**src/rtl/hbus_pkg.sv**
```systemverilog
package hbus_pkg;
  localparam int unsigned ADDR_W  = 2;
  localparam int unsigned NUM_PTR = 2;
  localparam int unsigned NUM_CR  = 4;
  localparam int unsigned PSEL_W  = $clog2(NUM_PTR);
  localparam int unsigned CSEL_W  = $clog2(NUM_CR);
  localparam int unsigned HST_W   = 3;
  localparam int unsigned MST_W   = 3;
  localparam int unsigned SST_W   = 4;

  // Codes are visible in the status word; values are fixed.
  typedef enum logic [HST_W-1:0] {
    HS_IDLE   = 3'd0,
    HS_LATCH  = 3'd1,
    HS_RD_REG = 3'd2,
    HS_WR_REG = 3'd3,
    HS_RD_MEM = 3'd4,
    HS_WR_MEM = 3'd5,
    HS_DONE   = 3'd6
  } host_state_t;
endpackage

```
**src/rtl/hbus_ctrl_fsm.sv**
```systemverilog
module hbus_ctrl_fsm
  import hbus_pkg::*;
#(
  parameter int unsigned DATA_W = 16
) (
  input  logic                  clk,
  input  logic                  rst_n,
  input  logic                  fclr,
  input  logic                  req,
  input  logic                  cmd_n,
  input  logic                  rd_n,
  input  logic                  dac,
  input  logic [ADDR_W-1:0]     addr,
  input  logic [DATA_W-1:0]     din,
  input  logic                  seq_busy,
  input  logic                  mem_ack,
  output host_state_t           state_o,
  output logic [ADDR_W-1:0]     lat_addr,
  output logic                  lat_dac,
  output logic [DATA_W-1:0]     lat_din,
  output logic                  reg_wr,
  output logic                  reg_rd,
  output logic                  mem_req,
  output logic                  mem_we,
  output logic                  mem_done,
  output logic                  refuse_rd,
  output logic                  ready
);
  host_state_t state_q, state_d;
  logic        req_q;
  logic        lat_cmd_n_q, lat_rd_n_q, lat_dac_q;
  logic [ADDR_W-1:0] lat_addr_q;
  logic [DATA_W-1:0] lat_din_q;
  logic        req_rise, lat_en;

  assign req_rise = req & ~req_q;
  assign lat_en   = (state_q == HS_IDLE) & req_rise & ~fclr;

  always_comb begin
    state_d = state_q;
    unique case (state_q)
      HS_IDLE:   if (req_rise) state_d = HS_LATCH;
      HS_LATCH: begin
        if (!lat_cmd_n_q)  state_d = lat_rd_n_q ? HS_WR_REG : HS_RD_REG;
        else if (seq_busy) state_d = HS_DONE;
        else               state_d = lat_rd_n_q ? HS_WR_MEM : HS_RD_MEM;
      end
      HS_RD_REG, HS_WR_REG: state_d = HS_DONE;
      HS_RD_MEM, HS_WR_MEM: if (mem_ack) state_d = HS_DONE;
      HS_DONE:   state_d = HS_IDLE;
      default:   state_d = HS_IDLE;
    endcase
    if (fclr) state_d = HS_IDLE;
  end

  always_ff @(posedge clk or negedge rst_n) begin
    if (!rst_n) begin
      state_q <= HS_IDLE;
      req_q   <= 1'b0;
    end else begin
      state_q <= state_d;
      req_q   <= req;
    end
  end

  always_ff @(posedge clk or negedge rst_n) begin
    if (!rst_n) begin
      lat_cmd_n_q <= 1'b0;
      lat_rd_n_q  <= 1'b1;
      lat_dac_q   <= 1'b0;
      lat_addr_q  <= '0;
      lat_din_q   <= '0;
    end else if (lat_en) begin
      lat_cmd_n_q <= cmd_n;
      lat_rd_n_q  <= rd_n;
      lat_dac_q   <= dac;
      lat_addr_q  <= addr;
      lat_din_q   <= din;
    end
  end

  assign state_o   = state_q;
  assign lat_addr  = lat_addr_q;
  assign lat_dac   = lat_dac_q;
  assign lat_din   = lat_din_q;
  assign reg_wr    = (state_q == HS_WR_REG) & ~fclr;
  assign reg_rd    = (state_q == HS_RD_REG) & ~fclr;
  assign mem_req   = (state_q == HS_RD_MEM) | (state_q == HS_WR_MEM);
  assign mem_we    = (state_q == HS_WR_MEM);
  assign mem_done  = mem_req & mem_ack & ~fclr;
  assign refuse_rd = (state_q == HS_LATCH) & lat_cmd_n_q & ~lat_rd_n_q & seq_busy & ~fclr;
  assign ready     = (state_q == HS_DONE);
endmodule

```
**src/rtl/hbus_ptr_bank.sv**
```systemverilog
module hbus_ptr_bank
  import hbus_pkg::*;
#(
  parameter int unsigned PTR_W  = 22,
  parameter int unsigned DATA_W = 16
) (
  input  logic              clk,
  input  logic              rst_n,
  input  logic              fclr,
  input  logic [PSEL_W-1:0] sel,
  input  logic              wr_lo,
  input  logic              wr_hi,
  input  logic              inc,
  input  logic [DATA_W-1:0] din,
  output logic [PTR_W-1:0]  sel_ptr
);
  localparam int unsigned HI_W = PTR_W - DATA_W;

  logic [NUM_PTR*PTR_W-1:0] ptr_all;

  for (genvar g = 0; g < NUM_PTR; g++) begin : g_ptr
    logic             hit, en;
    logic [PTR_W-1:0] q, d;

    assign hit = (sel == PSEL_W'(g));
    assign en  = fclr | (hit & (wr_lo | wr_hi | inc));

    always_comb begin
      d = q;
      if (fclr)               d = '0;
      else if (hit && wr_lo)  d = {q[PTR_W-1:DATA_W], din};
      else if (hit && wr_hi)  d = {din[HI_W-1:0], q[DATA_W-1:0]};
      else if (hit && inc)    d = q + PTR_W'(1);
    end

    always_ff @(posedge clk or negedge rst_n) begin
      if (!rst_n)  q <= '0;
      else if (en) q <= d;
    end

    assign ptr_all[g*PTR_W +: PTR_W] = q;
  end

  assign sel_ptr = ptr_all[sel*PTR_W +: PTR_W];
endmodule

```
**src/rtl/hbus_creg_file.sv**
```systemverilog
module hbus_creg_file
  import hbus_pkg::*;
#(
  parameter int unsigned DATA_W = 16
) (
  input  logic                           clk,
  input  logic                           rst_n,
  input  logic                           wr,
  input  logic [CSEL_W-1:0]              sel,
  input  logic [DATA_W-1:0]              din,
  input  logic [HST_W-1:0]               host_st,
  input  logic [MST_W-1:0]               memc_st,
  input  logic [SST_W-1:0]               seq_st,
  output logic [(NUM_CR-1)*DATA_W-1:0]   cr_flat,
  output logic [DATA_W-1:0]              cmd_word,
  output logic                           cmd_strobe,
  output logic [DATA_W-1:0]              rd_val
);
  localparam int unsigned STAT_W = SST_W + 1 + MST_W + 1 + HST_W;
  localparam logic [CSEL_W-1:0] CMD_IDX = CSEL_W'(NUM_CR - 1);

  for (genvar g = 0; g < NUM_CR - 1; g++) begin : g_cr
    logic [DATA_W-1:0] q;
    always_ff @(posedge clk or negedge rst_n) begin
      if (!rst_n)                         q <= '0;
      else if (wr && sel == CSEL_W'(g))   q <= din;
    end
    assign cr_flat[g*DATA_W +: DATA_W] = q;
  end

  logic [DATA_W-1:0] cmd_q;
  logic              stb_q;
  logic              cmd_hit;
  assign cmd_hit = wr & (sel == CMD_IDX);

  always_ff @(posedge clk or negedge rst_n) begin
    if (!rst_n)       cmd_q <= '0;
    else if (cmd_hit) cmd_q <= din;
  end

  always_ff @(posedge clk or negedge rst_n) begin
    if (!rst_n) stb_q <= 1'b0;
    else        stb_q <= cmd_hit;
  end

  logic [DATA_W-1:0] status;
  assign status = {{(DATA_W-STAT_W){1'b0}}, seq_st, 1'b0, memc_st, 1'b0, host_st};

  always_comb begin
    rd_val = status;
    for (int i = 0; i < NUM_CR - 1; i++) begin
      if (sel == CSEL_W'(i)) rd_val = cr_flat[i*DATA_W +: DATA_W];
    end
  end

  assign cmd_word   = cmd_q;
  assign cmd_strobe = stb_q;
endmodule

```
**src/rtl/hbus_host_if.sv**
```systemverilog
module hbus_host_if
  import hbus_pkg::*;
#(
  parameter int unsigned PTR_W  = 22,
  parameter int unsigned DATA_W = 16
) (
  input  logic                          clk,
  input  logic                          rst_n,
  input  logic                          bus_fclr,
  input  logic                          bus_req,
  input  logic                          bus_cmd_n,
  input  logic                          bus_rd_n,
  input  logic                          bus_dac,
  input  logic [ADDR_W-1:0]             bus_addr,
  input  logic [DATA_W-1:0]             bus_din,
  output logic [DATA_W-1:0]             bus_dout,
  output logic                          bus_dout_en,
  output logic                          bus_ready,
  output logic                          out_hiz,
  output logic                          mem_req,
  output logic                          mem_we,
  output logic [PTR_W-1:0]              mem_addr,
  output logic [DATA_W-1:0]             mem_wdata,
  input  logic [DATA_W-1:0]             mem_rdata,
  input  logic                          mem_ack,
  input  logic                          seq_busy,
  input  logic [MST_W-1:0]              memc_state,
  input  logic [SST_W-1:0]              seq_state,
  output logic [(NUM_CR-1)*DATA_W-1:0]  ctrl_regs,
  output logic [DATA_W-1:0]             cmd_word,
  output logic                          cmd_strobe
);
  localparam int unsigned HI_W = PTR_W - DATA_W;

  // Reset: asserted at once, released after two clock edges.
  logic [1:0] rst_sync_q;
  logic       rst_sync_n;
  always_ff @(posedge clk or negedge rst_n) begin
    if (!rst_n) rst_sync_q <= 2'b00;
    else        rst_sync_q <= {rst_sync_q[0], 1'b1};
  end
  assign rst_sync_n = rst_sync_q[1];

  host_state_t       host_st;
  logic [ADDR_W-1:0] lat_addr;
  logic              lat_dac;
  logic [DATA_W-1:0] lat_din;
  logic              reg_wr, reg_rd, mem_done, refuse_rd;

  hbus_ctrl_fsm #(.DATA_W(DATA_W)) u_fsm (
    .clk(clk), .rst_n(rst_sync_n), .fclr(bus_fclr),
    .req(bus_req), .cmd_n(bus_cmd_n), .rd_n(bus_rd_n), .dac(bus_dac),
    .addr(bus_addr), .din(bus_din), .seq_busy(seq_busy), .mem_ack(mem_ack),
    .state_o(host_st), .lat_addr(lat_addr), .lat_dac(lat_dac), .lat_din(lat_din),
    .reg_wr(reg_wr), .reg_rd(reg_rd), .mem_req(mem_req), .mem_we(mem_we),
    .mem_done(mem_done), .refuse_rd(refuse_rd), .ready(bus_ready)
  );

  // Pointer cycles: addr[1] picks the pointer, addr[0] the half.
  // Memory cycles: addr[1] picks the pointer, addr[0] asks for post-increment.
  logic ptr_wr, ptr_wr_lo, ptr_wr_hi, ptr_inc;
  logic [PTR_W-1:0] sel_ptr;
  assign ptr_wr    = reg_wr & ~lat_dac;
  assign ptr_wr_lo = ptr_wr & ~lat_addr[0];
  assign ptr_wr_hi = ptr_wr &  lat_addr[0];
  assign ptr_inc   = mem_done & lat_addr[0];

  hbus_ptr_bank #(.PTR_W(PTR_W), .DATA_W(DATA_W)) u_ptr (
    .clk(clk), .rst_n(rst_sync_n), .fclr(bus_fclr),
    .sel(lat_addr[ADDR_W-1 -: PSEL_W]), .wr_lo(ptr_wr_lo), .wr_hi(ptr_wr_hi),
    .inc(ptr_inc), .din(lat_din), .sel_ptr(sel_ptr)
  );

  logic [DATA_W-1:0] cr_rd;
  hbus_creg_file #(.DATA_W(DATA_W)) u_creg (
    .clk(clk), .rst_n(rst_sync_n), .wr(reg_wr & lat_dac), .sel(lat_addr[CSEL_W-1:0]),
    .din(lat_din), .host_st(host_st), .memc_st(memc_state), .seq_st(seq_state),
    .cr_flat(ctrl_regs), .cmd_word(cmd_word), .cmd_strobe(cmd_strobe), .rd_val(cr_rd)
  );

  // Read data register
  logic [DATA_W-1:0] ptr_half, dout_d, dout_q;
  logic              dout_en;
  assign ptr_half = lat_addr[0] ? {{(DATA_W-HI_W){1'b0}}, sel_ptr[PTR_W-1:DATA_W]}
                                : sel_ptr[DATA_W-1:0];
  assign dout_en  = reg_rd | (mem_done & ~mem_we) | refuse_rd;

  always_comb begin
    dout_d = '0;
    if (reg_rd)        dout_d = lat_dac ? cr_rd : ptr_half;
    else if (mem_done) dout_d = mem_rdata;
  end

  always_ff @(posedge clk or negedge rst_sync_n) begin
    if (!rst_sync_n)  dout_q <= '0;
    else if (dout_en) dout_q <= dout_d;
  end

  assign bus_dout    = dout_q;
  assign bus_dout_en = bus_req & ~bus_rd_n & ~bus_fclr;
  assign out_hiz     = bus_fclr;
  assign mem_addr    = sel_ptr;
  assign mem_wdata   = lat_din;
endmodule

```
**config.mk**
```make
export PLATFORM = sky130hd
export DESIGN_NAME = hbus_host_if
export DESIGN_NICKNAME = d
export VERILOG_FILES = /design/src/rtl/hbus_pkg.sv /design/src/rtl/hbus_ctrl_fsm.sv /design/src/rtl/hbus_ptr_bank.sv /design/src/rtl/hbus_creg_file.sv /design/src/rtl/hbus_host_if.sv
export SDC_FILE = /design/constraint.sdc
export NUM_CORES = 1
export LEC_CHECK = 0
export ABC_AREA = 1
export BUFFER_PORTS_ARGS = -buffer_cell sky130_fd_sc_hd__buf_2
export CORE_MARGIN = 2
export CORE_UTILIZATION = 32
export DETAILED_ROUTE_END_ITERATION = 10
export PLACE_DENSITY = 0.62
export SLEW_MARGIN = 30
export SYNTH_ARGS = -nofsm -noshare
export SYNTH_HDL_FRONTEND = slang
export SYNTH_HIERARCHICAL = 1
export SYNTH_SLANG_ARGS = --single-unit
```
**constraint.sdc**
```tcl
create_clock -name clk -period 7.6 [get_ports clk]
set_input_delay 1.14 -clock clk [delete_from_list [all_inputs] [get_ports clk]]
set_output_delay 1.14 -clock clk [all_outputs]
set_load 0.02 [all_outputs]
```
==> metrics.csv <==
metric,value,unit
result of the run,finished clean,
DRC violations left,0,
# rows,60,
# IOs,174,
Setup CP Type,reg -> out,
WL met1,13400,um
Clock transition at path regs,0.07,ns
synth-to-layout area growth,19.1,%
TritonCTS clock tree,yes,
WL/cell,17.7,um
vias per cell,5.06,
final setup fails,0,
share of the synthesized area in the top cell type,42.8,%
Detailed Routing Iterations Pass 1,7,
RD Place Congestion,0.903,
register share of total power,36.1,%
NumNets Final,1431,
antenna fix cells,0,
RSZ-0062 raised after global routing,no,
sequential fraction of the synthesis area,43.1,%
fillers,2849,
largest cells by area after synthesis,"dfrtp_1 43%, nand2_1 18%, nor2_1 5.7%",
grt total ovfl,0,
PortBufs,173,
postcts setup bufs,0,
largest net degree at the start of global routing,71,
"Hold-fix buffers, CTS",0,
Worst setup SP type,flip-flop,
Yosys cell types,40,
crit share post-route,44.9,%
final hold vios,0,
highest clock rate,293,MHz
crit path capture type,primary output,
sw power,1.55,mW
dpl ws,3.82,ns
Cells after Synth,1229,
r2r setup slk,4.79,ns
reg2reg start,u_fsm/state_o[2],
setup TNS,0,ns
placed instance area,0.00987,mm2
Gate power share,37.4,%
"commonest non-fill, non-tap cells in the layout","431 x nand2_1, 173 x buf_2, 148 x dfrtp_1, 132 x nor2_1, 102 x inv_1",
Die Footprint,0.0289,mm2
Die Wd,170,um
headroom to the max-slew limit,42.4,%
Final Power,3.43,mW
Tightest Hold Check Type,reg -> async,
#FFs+latches synth,152,
Max-Cap Viols,0,
"commonest non-fill, non-tap cell in the layout",nand2_1,
PD cells,326,mW/mm2
RR Endpoint,u_ptr/g_ptr[1].q[3],
worst r2r path cells,12,
cell internal pwr,1.88,mW
Clk pwr share,26.5,%
sw frac,45.1,%
Leakage,5.30,nW
1st-iter DRT viols,915,
CP Data Required Time,6.46,ns
clock sinks,152,
"Max FO, Critical Path",56,
worst setup slack after layout,4.19,ns
vias in the first global route,8072,
Final Slew Violations,0,
Num CTS Buffers,17,
Detail Route met2 WL,14400,um
total number of vias,8765,
Mapped Area,0.00882,mm2
layout cell share with drive strength beyond 1,22.5,%
post-synth top area cell,dfrtp_1,
initial core utilization,32.6,%
# resized after CTS,0,
syn_area_per_cell,7.18,um2
yosys synthesis warning count,6,
CP arrival,2.27,ns
clock skew,0.00970,ns
first-pass GRT wire length,46600,um
syn nets,1281,
die span in y,170,um
DR WL met3,2020,um
worst slew pin tran,0.861,ns
Util after Layout,38.9,%
Root Buffer,clkbuf_16,
"Clk Latency, worst-skew pair",0.43,ns
post-route ant nets,0,
antenna violations before repair,0,
gr usage total,21.2,%
Period minus WS final,3.41,ns
post-route cell area,0.0105,mm2
worst-case clock buffer depth,2,
uppermost layer routed,met4,
worst setup path startpoint,u_fsm/lat_addr[1],
HPWL Detailed,22500,um
H-tree depth,4,
total wire length,30600,um
Critical Path End,mem_addr[8],
CORE AREA,0.0270,mm2
Max VDD drop,0.000146,V
## sequential cells by signal, indices dropped and copies added (netlist names)
name               count
bus_dout              16
u_creg/cmd_strobe      1
u_fsm/lat_rd_n_q       1
u_creg/cmd_word       16
u_fsm/lat_dac          1
u_fsm/state_o          3
rst_sync_q             2
u_creg/g_cr.q         48
u_fsm/req_q            1
u_fsm/lat_addr         2
u_fsm/lat_din         16
u_ptr/g_ptr.q         44
u_fsm/lat_cmd_n_q      1
## Yosys cell counts (all sizes together)
| master | instances |
|---|---|
| o22ai | 7 |
| conb | 1 |
| clkbuf | 6 |
| buf | 41 |
| inv | 121 |
| nor3 | 6 |
| o31ai | 2 |
| or2 | 1 |
| nand2 | 451 |
| nor4 | 1 |
| dfrtp | 151 |
| xor2 | 1 |
| ha | 2 |
| dfstp | 1 |
| o21ai | 142 |
| nor3b | 1 |
| nand3b | 6 |
| nor2 | 145 |
| o21bai | 2 |
| a22oi | 14 |
| nand4 | 3 |
| and2 | 1 |
| nand3 | 69 |
| a21oi | 50 |
| a31oi | 4 |
## layer usage
metal	GRT usage (%)	vias up
met5	0	-
met4	7.58	0
met3	3.51	48
met2	34.6	387
met1	28.6	4102
li1	-	4228
## power by group through the flow
stage / logic [mW] / clock network [mW] / registers, mW
floorplan: 0.735 / 0 / 1.30
CTS: 1.27 / 0.928 / 1.24
global route: 1.39 / 0.957 / 1.27
detailed placement: 1.27 / 0 / 1.25
global placement: 1.25 / 0 / 1.26
finish: 1.28 / 0.908 / 1.24
## layout make-up
cell class | count | area [um2] | share of cell area (%)
Inverter | 121 | 459 | 4.37
Clock buffer | 18 | 439 | 4.18
Timing Repair Buffer | 178 | 932 | 8.87
Tap cell | 341 | 427 | 4.06
Clock inverter | 14 | 184 | 1.75
Multi-Input combinational cell | 909 | 4250 | 40.5
Sequential cell | 152 | 3810 | 36.3
## critical path: stages (launching register included)
cell     delay (ns)
dfrtp_2        0.34
buf_4          0.53
inv_4          0.17
o21ai_0        0.50
buf_2          0.27
## kinds of logic (layout without fill, tap and decap cells)
logic type | count (synthesis) | count (layout) | synth area share, %
buffers and inverters | 168 | 331 | 8.84
AO/OA/AOI/OAI | 221 | 221 | 15.2
AND/OR/NAND/NOR | 684 | 684 | 32.4
adder cells (fa/ha/maj) | 2 | 2 | 0.284
flip-flops | 152 | 152 | 43.1
XOR/XNOR | 1 | 1 | 0.0993
other | 1 | 1 | 0.0425
## worst min path at each step
| stage | endpoint | slack (ns) | start | cells past startpoint |
|---|---|---|---|---|
| 3_5_place_dp | u_creg/g_cr[0].q[14] | 0.27 | rst_sync_q[1] | 0 |
| 3_3_place_gp | rst_sync_q[1] | 0.34 | rst_sync_q[0] | 0 |
| 4_1_cts | u_creg/g_cr[1].q[10] | 0.27 | rst_sync_q[1] | 0 |
| 6_report | u_creg/g_cr[0].q[10] | 0.25 | rst_sync_q[1] | 0 |
| 5_1_grt | u_creg/g_cr[0].q[10] | 0.29 | rst_sync_q[1] | 0 |
| 2_1_floorplan | rst_sync_q[1] | 0.33 | rst_sync_q[0] | 0 |
## through the flow
stage | instances | hold slack [ns]
floorplan | 1229 | 0.331
global placement | 1699 | 0.338
detailed placement | 1701 | 0.267
CTS | 1733 | 0.271
global route | 1733 | 0.286
finish | 1733 | 0.253
Note: power is estimated with default switching activity, not from simulation.
